`config.mk`:
```
export PLATFORM = sky130hd
export DESIGN_NAME = dual_update_store
export DESIGN_NICKNAME = d
export VERILOG_FILES = /design/src/rtl/dus_pkg.sv /design/src/rtl/dus_arbiter.sv /design/src/rtl/dus_cache.sv /design/src/rtl/dus_node.sv /design/src/rtl/dual_update_store.sv
export SDC_FILE = /design/constraint.sdc
export NUM_CORES = 1
export LEC_CHECK = 0
export BUFFER_PORTS_ARGS = -buffer_cell sky130_fd_sc_hd__buf_2
export CELL_PAD_IN_SITES_DETAIL_PLACEMENT = 1
export CELL_PAD_IN_SITES_GLOBAL_PLACEMENT = 1
export CORE_ASPECT_RATIO = 0.9
export CORE_MARGIN = 4
export CORE_UTILIZATION = 52
export CTS_CLUSTER_SIZE = 30
export DETAILED_ROUTE_END_ITERATION = 8
export PLACE_DENSITY_LB_ADDON = 0.1
export SYNTH_ARGS = -nofsm -noshare
export SYNTH_HDL_FRONTEND = slang
export SYNTH_SLANG_ARGS = --single-unit
```
`constraint.sdc`:
```
create_clock -name clk -period 3.1 [get_ports clk]
set_input_delay 0.62 -clock clk [delete_from_list [all_inputs] [get_ports clk]]
set_output_delay 0.62 -clock clk [all_outputs]
set_load 0.03 [all_outputs]
```
`src/rtl/dus_pkg.sv`:
```
package dus_pkg;
  localparam int ADDR_W = 4;
  localparam int DATA_W = 8;
  localparam int NODES  = 2;

  typedef enum logic [1:0] {ST_IDLE, ST_UPD, ST_WAIT} wr_state_t;

  typedef struct packed {
    logic [ADDR_W-1:0] addr;
    logic [DATA_W-1:0] data;
  } upd_msg_t;

  // round-robin: the node just granted yields priority to the other
  function automatic logic next_prio(input logic granted_idx);
    return ~granted_idx;
  endfunction

  // pick the winner among two requesters given the priority node
  function automatic logic [1:0] rr_pick(input logic [1:0] req, input logic prio);
    if (req == 2'b11) return prio ? 2'b10 : 2'b01;
    return req;
  endfunction
endpackage

```
`src/rtl/dus_arbiter.sv`:
```
module dus_arbiter
  import dus_pkg::*;
(
  input  logic       clk,
  input  logic       rst_n,
  input  logic [1:0] bus_req,
  input  logic [1:0] release_i,
  output logic [1:0] grant,
  output logic       busy
);
  logic prio_q;
  logic busy_q;

  assign busy  = busy_q;
  assign grant = busy_q ? 2'b00 : rr_pick(bus_req, prio_q);

  always_ff @(posedge clk) begin
    if (!rst_n) begin
      busy_q <= 1'b0;
      prio_q <= 1'b0;
    end else begin
      if (grant != 2'b00) begin
        busy_q <= 1'b1;
        prio_q <= next_prio(grant[1]);
      end else if (release_i != 2'b00) begin
        busy_q <= 1'b0;
      end
    end
  end


  one_grant_chk: assert property (@(posedge clk) disable iff (!rst_n) $onehot0(grant));

  release_held_chk: assert property (@(posedge clk) disable iff (!rst_n)
    (release_i != 2'b00) |-> busy_q);
endmodule

```
`src/rtl/dus_cache.sv`:
```
module dus_cache
  import dus_pkg::*;
(
  input  logic              clk,
  input  logic              rst_n,
  input  logic              rd_en,
  input  logic [ADDR_W-1:0] rd_addr,
  output logic              rd_valid,
  output logic [DATA_W-1:0] rd_data,
  input  logic              loc_we,
  input  logic [ADDR_W-1:0] loc_addr,
  input  logic [DATA_W-1:0] loc_data,
  input  logic              upd_valid,
  input  upd_msg_t          upd_msg,
  output logic              ack_o
);
  localparam int DEPTH = 1 << ADDR_W;

  logic [DATA_W-1:0] mem [DEPTH];

  always_ff @(posedge clk) begin
    if (!rst_n) begin
      for (int i = 0; i < DEPTH; i++) mem[i] <= '0;
      rd_valid <= 1'b0;
      rd_data  <= '0;
      ack_o    <= 1'b0;
    end else begin
      rd_valid <= rd_en;
      if (rd_en) rd_data <= mem[rd_addr];
      if (upd_valid)   mem[upd_msg.addr] <= upd_msg.data;
      else if (loc_we) mem[loc_addr]     <= loc_data;
      ack_o <= upd_valid;
    end
  end


  no_dual_write_chk: assert property (@(posedge clk) disable iff (!rst_n)
    !(upd_valid && loc_we));
endmodule

```
`src/rtl/dus_node.sv`:
```
module dus_node
  import dus_pkg::*;
(
  input  logic              clk,
  input  logic              rst_n,
  input  logic              req_valid,
  input  logic              req_write,
  input  logic [ADDR_W-1:0] req_addr,
  input  logic [DATA_W-1:0] req_wdata,
  output logic              req_ready,
  input  logic              grant,
  input  logic              ack_i,
  output logic              bus_req,
  output logic              upd_valid,
  output upd_msg_t          upd_msg,
  output logic              rd_en,
  output logic              loc_we,
  output logic [ADDR_W-1:0] loc_addr,
  output logic [DATA_W-1:0] loc_data,
  output logic              release_o,
  output logic              active
);
  wr_state_t state_q;
  upd_msg_t  msg_q;

  assign active    = (state_q != ST_IDLE);
  assign bus_req   = (state_q == ST_IDLE) && req_valid && req_write;
  assign upd_valid = (state_q == ST_UPD);
  assign upd_msg   = msg_q;
  assign loc_we    = (state_q == ST_WAIT) && ack_i;
  assign loc_addr  = msg_q.addr;
  assign loc_data  = msg_q.data;
  assign release_o = loc_we;
  assign rd_en     = (state_q == ST_IDLE) && req_valid && !req_write;
  assign req_ready = ((state_q == ST_IDLE) && !req_write) || loc_we;

  always_ff @(posedge clk) begin
    if (!rst_n) begin
      state_q <= ST_IDLE;
      msg_q   <= '0;
    end else begin
      case (state_q)
        ST_IDLE: if (bus_req && grant) begin
          state_q <= ST_UPD;
          msg_q   <= '{addr: req_addr, data: req_wdata};
        end
        ST_UPD:  state_q <= ST_WAIT;
        ST_WAIT: if (ack_i) state_q <= ST_IDLE;
        default: state_q <= ST_IDLE;
      endcase
    end
  end


  upd_after_grant_chk: assert property (@(posedge clk) disable iff (!rst_n)
    $rose(upd_valid) |-> $past(grant));

  commit_after_peer_chk: assert property (@(posedge clk) disable iff (!rst_n)
    loc_we |-> $past(upd_valid));

  stall_chk: assert property (@(posedge clk) disable iff (!rst_n)
    upd_valid |-> !req_ready);
endmodule

```
`src/rtl/dual_update_store.sv`:
```
module dual_update_store
  import dus_pkg::*;
(
  input  logic                     clk,
  input  logic                     rst_n,
  input  logic [NODES-1:0]         req_valid,
  input  logic [NODES-1:0]         req_write,
  input  logic [NODES*ADDR_W-1:0]  req_addr,
  input  logic [NODES*DATA_W-1:0]  req_wdata,
  output logic [NODES-1:0]         req_ready,
  output logic [NODES-1:0]         rd_valid,
  output logic [NODES*DATA_W-1:0]  rd_data
);
  logic [1:0] bus_req, grant, rel, upd_valid, cache_ack, node_active, rd_en, loc_we;
  logic       bus_busy;
  upd_msg_t   upd_msg [NODES];
  logic [ADDR_W-1:0] loc_addr [NODES];
  logic [DATA_W-1:0] loc_data [NODES];

  dus_arbiter u_arb (
    .clk(clk), .rst_n(rst_n), .bus_req(bus_req), .release_i(rel),
    .grant(grant), .busy(bus_busy)
  );

  for (genvar g = 0; g < NODES; g++) begin : g_node
    localparam int PEER = 1 - g;

    dus_node u_node (
      .clk(clk), .rst_n(rst_n),
      .req_valid(req_valid[g]), .req_write(req_write[g]),
      .req_addr(req_addr[g*ADDR_W +: ADDR_W]),
      .req_wdata(req_wdata[g*DATA_W +: DATA_W]),
      .req_ready(req_ready[g]),
      .grant(grant[g]), .ack_i(cache_ack[PEER]),
      .bus_req(bus_req[g]), .upd_valid(upd_valid[g]), .upd_msg(upd_msg[g]),
      .rd_en(rd_en[g]), .loc_we(loc_we[g]),
      .loc_addr(loc_addr[g]), .loc_data(loc_data[g]),
      .release_o(rel[g]), .active(node_active[g])
    );

    dus_cache u_cache (
      .clk(clk), .rst_n(rst_n),
      .rd_en(rd_en[g]), .rd_addr(req_addr[g*ADDR_W +: ADDR_W]),
      .rd_valid(rd_valid[g]), .rd_data(rd_data[g*DATA_W +: DATA_W]),
      .loc_we(loc_we[g]), .loc_addr(loc_addr[g]), .loc_data(loc_data[g]),
      .upd_valid(upd_valid[PEER]), .upd_msg(upd_msg[PEER]),
      .ack_o(cache_ack[g])
    );


    ack_latency_chk: assert property (@(posedge clk) disable iff (!rst_n)
      upd_valid[g] |=> cache_ack[PEER]);
  end


  single_writer_chk: assert property (@(posedge clk) disable iff (!rst_n)
    $countones(node_active) <= 1);

  busy_covers_writer_chk: assert property (@(posedge clk) disable iff (!rst_n)
    (node_active != 2'b00) |-> bus_busy);
endmodule

```
==> results.md, run 1 <==
* Placed cells at 1,496
* Leak Pwr at 6.04 nW
* Die Height at 165 um
* Die width at 182 um
* CP arrival at 2650 ps
* Tmin final at 2430 ps
* Power Total at 9.22 mW
* Top FF cell, synth: edfxtp_1
* Largest net degree at the start of global routing at 36
* Via/cell ratio at 6.11
* Clock sink count at 306
* Worst relative slew slack at 32.5%
* Starting Density at 52.7%
* Post-route clock period utilization at 78.5%
* TNS Setup at 0 ps
* Post-CTS Repair Setup Buffers at 0
* Total GRT Usage at 28.3%
* Unrepaired setup endpoints after global routing: false
* Die area at 0.0300 mm^2
* Worst Tran Pin Value at 1010 ps
* Run status: complete, no violations
* CTS hold repair buffers at 0
* Seq/Total Area, Yosys at 61.3%
* Clock Tree Buf Depth at 3
* Seq cells post-synth at 306
* Total number of vias at 9,511
* I/O pins at 50
* Critical path class: flip-flop to flip-flop
* Post-synth ARST share at 0%
* Nets@finish at 1,208
* H-tree Lvls at 2
* Area grow syn2layout at 15.4%
* Num CTS Buffers at 34
* Final setup vio count at 0
* Syn Nets at 1,096
* Post-route ant nets at 0
* CP startpoint kind: flip-flop
* Hpwl dp at 30,200 um
* Syn Inst Count at 1,066
* Setup ws final at 668 ps
* Skew final at 14.1 ps
* Iter 0 DRT Violations at 967
* Core area at 0.0269 mm^2
* Final GP Congestion at 0.864
* Initial antenna violation count at 0
* Syn_area_per_cell at 13.3 um^2
* Power density over the cells at 564 mW/mm^2
* Crit. End Element: flip-flop
* Drt wl/cell at 26.7 um
* Fillers at 2,603
* Post-Layout Cell Count at 1,557
* First-pass GRT wire length at 63,000 um
* Dpl ws at 412 ps
* Post-CTS sizing at 0
* DR pass1 iterations at 5
* Clk root buf: clkbuf_16
* DRT Wirelength at 41,600 um
* Highest Clock Rate at 411 MHz
* Post-synthesis cell type count at 48
* IO buf count at 49
* Worst hold path class: primary input to flip-flop
* Syn. warnings at 0
* Post-Syn Area at 0.0142 mm^2
* Final max-slew violation count at 0
* CTS tree: yes
* Max Cap Violations at 0
* Critical Path Fanout Max at 24
* # DRC at 0
* EDFF count, synth at 256
* Vias in the first global route at 9,883
* Max VDD drop at 0.000402 V
* Row Count at 57
* Clock Latency Late Sink at 510 ps
* Worst path required time at 3320 ps
* Fin. Hold Viols at 0
* Clock-pin slew on the worst setup and hold paths at 60 ps
* Layout cells sized above 1 at 25.4%
* Total gr overflow at 0
[final timing paths]
check             cells past startpoint                                      start  slack, ps                                        end
hold / removal                        2                               req_wdata[9]        330  g_node[1].u_node.loc_data[1]$_SDFFE_PN0P_
setup / recovery                      6   g_node[1].u_node.state_q[1]$_SDFFE_PN0P_        670  g_node[0].u_cache.mem[4][2]$_SDFFCE_PN0P_
setup reg to reg                      6   g_node[1].u_node.state_q[1]$_SDFFE_PN0P_        670  g_node[0].u_cache.mem[4][2]$_SDFFCE_PN0P_
hold reg to reg                       2  g_node[1].u_cache.rd_data[1]$_SDFFE_PN0P_        470  g_node[1].u_cache.rd_data[1]$_SDFFE_PN0P_
[cell families (layout without fill, tap and decap cells)]
group,after synthesis,count (layout),synth area share (%)
simple gates,397,397,12.5
flops,306,306,61.3
mux,179,179,18.3
compound gates,105,105,4.94
buf+inv,79,215,2.96
other cells,0,1,0
[power by group]
group / internal (mW) / switching [mW]
clock: 2.22 / 1.60
sequential: 4.59 / 0.0862
combinational: 0.297 / 0.429
[placed cells by master (no fill, tap or decap), drive strengths merged, types with 4 or more instances in the layout]
| cell | instances |
|---|---|
| a21oi | 7 |
| a22o | 12 |
| a22oi | 8 |
| a2bb2oi | 8 |
| a31oi | 7 |
| and2 | 53 |
| buf | 153 |
| clkbuf | 50 |
| clkinv | 7 |
| dfxtp | 50 |
| edfxtp | 256 |
| mux2 | 23 |
| mux2i | 94 |
| mux4 | 62 |
| nand2 | 19 |
| nand2b | 6 |
| nand3b | 4 |
| nor2 | 282 |
| nor2b | 9 |
| nor4 | 7 |
| o21ai | 55 |
[metrics by stage]
stage	hold slack [ps]	util, %	cell area (um^2)
2_1_floorplan	492	-	14200
3_3_place_gp	445	56.9	15300
3_5_place_dp	453	56.9	15300
4_1_cts	314	60.8	16300
5_1_grt	324	60.8	16300
6_report	329	60.8	16300
[critical path: stages (launching register included)]
cell      delay [ps]
dfxtp_1          440
nand2b_1         360
nand3_2          330
buf_12           290
mux2i_1          190
o21ai_0          280
buf_4            230
[routing by layer]
metal	global-route usage, %	share of wire [%]	up-vias
met4	7.03	2.2	0
li1	-	-	4156
met5	0	0	-
met3	4.38	6.9	60
met2	46.2	48	363
met1	40.6	43	4932
[cell type report]
cell class	instances	area (um^2)	area share (%)
Inverter	2	7.51	0.0459
Timing Repair Buffer	153	1080	6.58
Sequential cell	306	8690	53.1
Tap cell	354	443	2.71
Antenna cell	1	2.50	0.0153
Multi-Input combinational cell	681	5080	31.1
Clock inverter	10	55.1	0.337
Clock buffer	50	992	6.07
[synth_stat cells (8+ instances only)]
master / count / area (um^2)
edfxtp_1: 256 / 7690
nor2_1: 282 / 1060
and2_1: 53 / 332
mux2i_1: 94 / 941
clkbuf_1: 35 / 131
o21ai_0: 47 / 235
nand2_1: 19 / 71.3
buf_4: 10 / 75.1
mux2_2: 23 / 259
nor2b_1: 9 / 56.3
a22o_1: 12 / 105
a22oi_1: 8 / 60.1
dfxtp_1: 50 / 1000
buf_2: 24 / 120
a2bb2oi_1: 8 / 70.1
mux4_2: 62 / 1400
[state kept, by name (all words and copies together), names as in the netlist]
| register | cells |
|---|---|
| g_node.u_cache.mem | 256 |
| g_node.u_node.loc_data | 16 |
| g_node.u_cache.rd_data | 16 |
| g_node.u_cache.rd_valid | 2 |
| g_node.u_cache.ack_o | 2 |
| g_node.u_node.loc_addr | 8 |
| u_arb.busy | 1 |
| u_arb.prio_q | 1 |
| g_node.u_node.state_q | 4 |
Note: power is estimated with default switching activity, not from simulation.
==> inputs of run 2 (changes only) <==
--- a/config.mk
+++ b/config.mk
@@ -10,7 +10,7 @@
 export CELL_PAD_IN_SITES_GLOBAL_PLACEMENT = 1
 export CORE_ASPECT_RATIO = 0.9
 export CORE_MARGIN = 4
-export CORE_UTILIZATION = 52
+export CORE_UTILIZATION = 47
 export CTS_CLUSTER_SIZE = 30
 export DETAILED_ROUTE_END_ITERATION = 8
 export PLACE_DENSITY_LB_ADDON = 0.1
==> constraint.sdc (replaced) <==
create_clock -name clk -period 2 [get_ports clk]
set_input_delay 0.4 -clock clk [delete_from_list [all_inputs] [get_ports clk]]
set_output_delay 0.4 -clock clk [all_outputs]
set_load 0.03 [all_outputs]
==> run 2 against run 1 <==
Sequential power increased by 55%. Count of clock-buffer cells in the layout decreased by 7. First-iteration DRC count decreased by 3.4%. Core utilization decreased by 2.8 points. Clock power increased by 64%. Routed wire length increased by 1.0%. Power increased by 60%. Register-to-register slack got worse by 600 ps. Sequential share of layout area decreased by 2.9 points.
==> results.md, run 2 (synthesized netlist as in run 1, its figures left out) <==
* Tmin final at 1940 ps
* CTS hold repair buffers at 0
* Clock sink count at 306
* Most frequent cells in the layout: 281 x nor2_1, 256 x edfxtp_1, 163 x buf_4
* Power density over the cells at 853 mW/mm^2
* Final GP Congestion at 0.829
* Number of flip-flops under the largest register name at 256
* Die width at 191 um
* DR pass1 iterations at 5
* Worst path required time at 2210 ps
* Die Height at 173 um
* Initial antenna violation count at 1
* Layout cells sized above 1 at 31.5%
* Critical path class: flip-flop to flip-flop
* Placed Instance Area at 0.0160 mm^2
* H-tree Lvls at 2
* Total number of vias at 9,590
* First-pass GRT wire length at 63,700 um
* I/O pins at 50
* Most common cell after layout, fill and taps aside: nor2_1
* Met2 GRT Util at 38.7%
* Skew final at 9.65 ps
* Iter 0 DRT Violations at 934
* Worst hold path class: primary input to flip-flop
* Nets@finish at 1,284
* Row Count at 60
* R2R Setup Slk at 60 ps
* Vias in the first global route at 9,922
* Final max-slew violation count at 0
* Crit. End Element: flip-flop
* Die area at 0.0330 mm^2
* Core area at 0.0298 mm^2
* Clock Latency Late Sink at 510 ps
* Largest net degree at the start of global routing at 34
* Post-route ant nets at 0
* CP arrival at 2150 ps
* Area grow syn2layout at 22.0%
* Fin. Hold Viols at 0
* Total GRT Usage at 25.8%
* Worst relative slew slack at 54.7%
* Leak Pwr at 6.41 nW
* IO buf count at 49
* Most flops, register: g_node.u_cache.mem
* Total gr overflow at 0
* Most used routing layer: met1
* Met3 Use GR at 3.94%
* Fillers at 3,005
* Worst Tran Pin Value at 677 ps
* Post-route clock period utilization at 96.8%
* Num CTS Buffers at 35
* Drt wl/cell at 25.0 um
* DRT Wirelength at 42,000 um
* Clk root buf: clkbuf_16
* Max Cap Violations at 0
* Via/cell ratio at 5.70
* Unrepaired setup endpoints after global routing: true
* Starting Density at 47.5%
* Worst hold slack at 101 ps
* Area of the multi-input gates at 0.00524 mm^2
* Register area at 0.00869 mm^2
* Clock-pin slew on the worst setup and hold paths at 60 ps
* Highest Clock Rate at 517 MHz
* Diodes inserted at 0
* Hpwl dp at 31,700 um
* Met1 GRT Util at 40.5%
* Critical Path Fanout Max at 8
* Run status: complete, no violations
* CP startpoint kind: flip-flop
* CTS tree: yes
* # DRC at 0
* Clock Tree Buf Depth at 3
* Final setup vio count at 0
* Fin area at 0.0173 mm^2
* Max VDD drop at 0.000834 V
## run 2: through the flow
step	power (mW)	setup TNS (ps)	cells	setup WS, ps	util (%)
global placement	8.54	-1200	1618	-107	53.7
detailed placement	8.57	-1110	1618	-77.9	53.7
global route	15.3	-2090	1682	-78.2	58.0
finish	14.7	0	1682	63.9	58.0
CTS	14.9	0	1680	3.65	57.4
floorplan	8.02	-24310	1066	-110	-
## run 2: path summary, 6_finish.rpt
path | cells after the start | end | startpoint
worst max-delay path | 5 | g_node[0].u_cache.mem[13][0]$_SDFFCE_PN0P_ | g_node[0].u_node.state_q[0]$_SDFFE_PN0P_
worst min-delay path | 2 | g_node[1].u_node.loc_data[1]$_SDFFE_PN0P_ | req_wdata[9]
worst max register to register | 5 | g_node[0].u_cache.mem[13][0]$_SDFFCE_PN0P_ | g_node[0].u_node.state_q[0]$_SDFFE_PN0P_
worst min register to register | 2 | g_node[1].u_cache.rd_data[7]$_SDFFE_PN0P_ | g_node[1].u_cache.rd_data[7]$_SDFFE_PN0P_
## run 2: metal layers
| layer | vias up | routed length [um] |
|---|---|---|
| met5 | - | 0 |
| met2 | 323 | 19100 |
| met4 | 0 | 719 |
| li1 | 4305 | - |
| met1 | 4905 | 19300 |
| met3 | 57 | 2880 |
## run 2: final cells by class
cell class	count	share of cell area, %
tap	403	2.92
timing repair buffer	228	10.1
multi-input combinational	681	30.3
inverter	2	0.0434
clock buffer	43	5.49
sequential	306	50.3
clock inverter	19	0.948
## run 2: critical path, cell delays in order, from the launching register on
cell      delay, ps
dfxtp_1         340
nand3b_1        310
nor4_2          450
o21ai_4         170
o21ai_1         160
buf_4           210
## run 2: power by group
| part | internal (mW) | leakage, nW | total, mW | switching, mW |
|---|---|---|---|---|
| Combinational | 0.527 | 2.82 | 1.22 | 0.690 |
| Sequential | 7.12 | 3.05 | 7.25 | 0.131 |
| Clock | 3.75 | 0.549 | 6.27 | 2.52 |
## run 2: what timing repair did
action	in CTS	in global routing
hold endpoints to repair	0	0
setup buffers	0	2
gates cloned	0	0
gates resized for setup	3	32
endpoints found under the setup margin	19	385
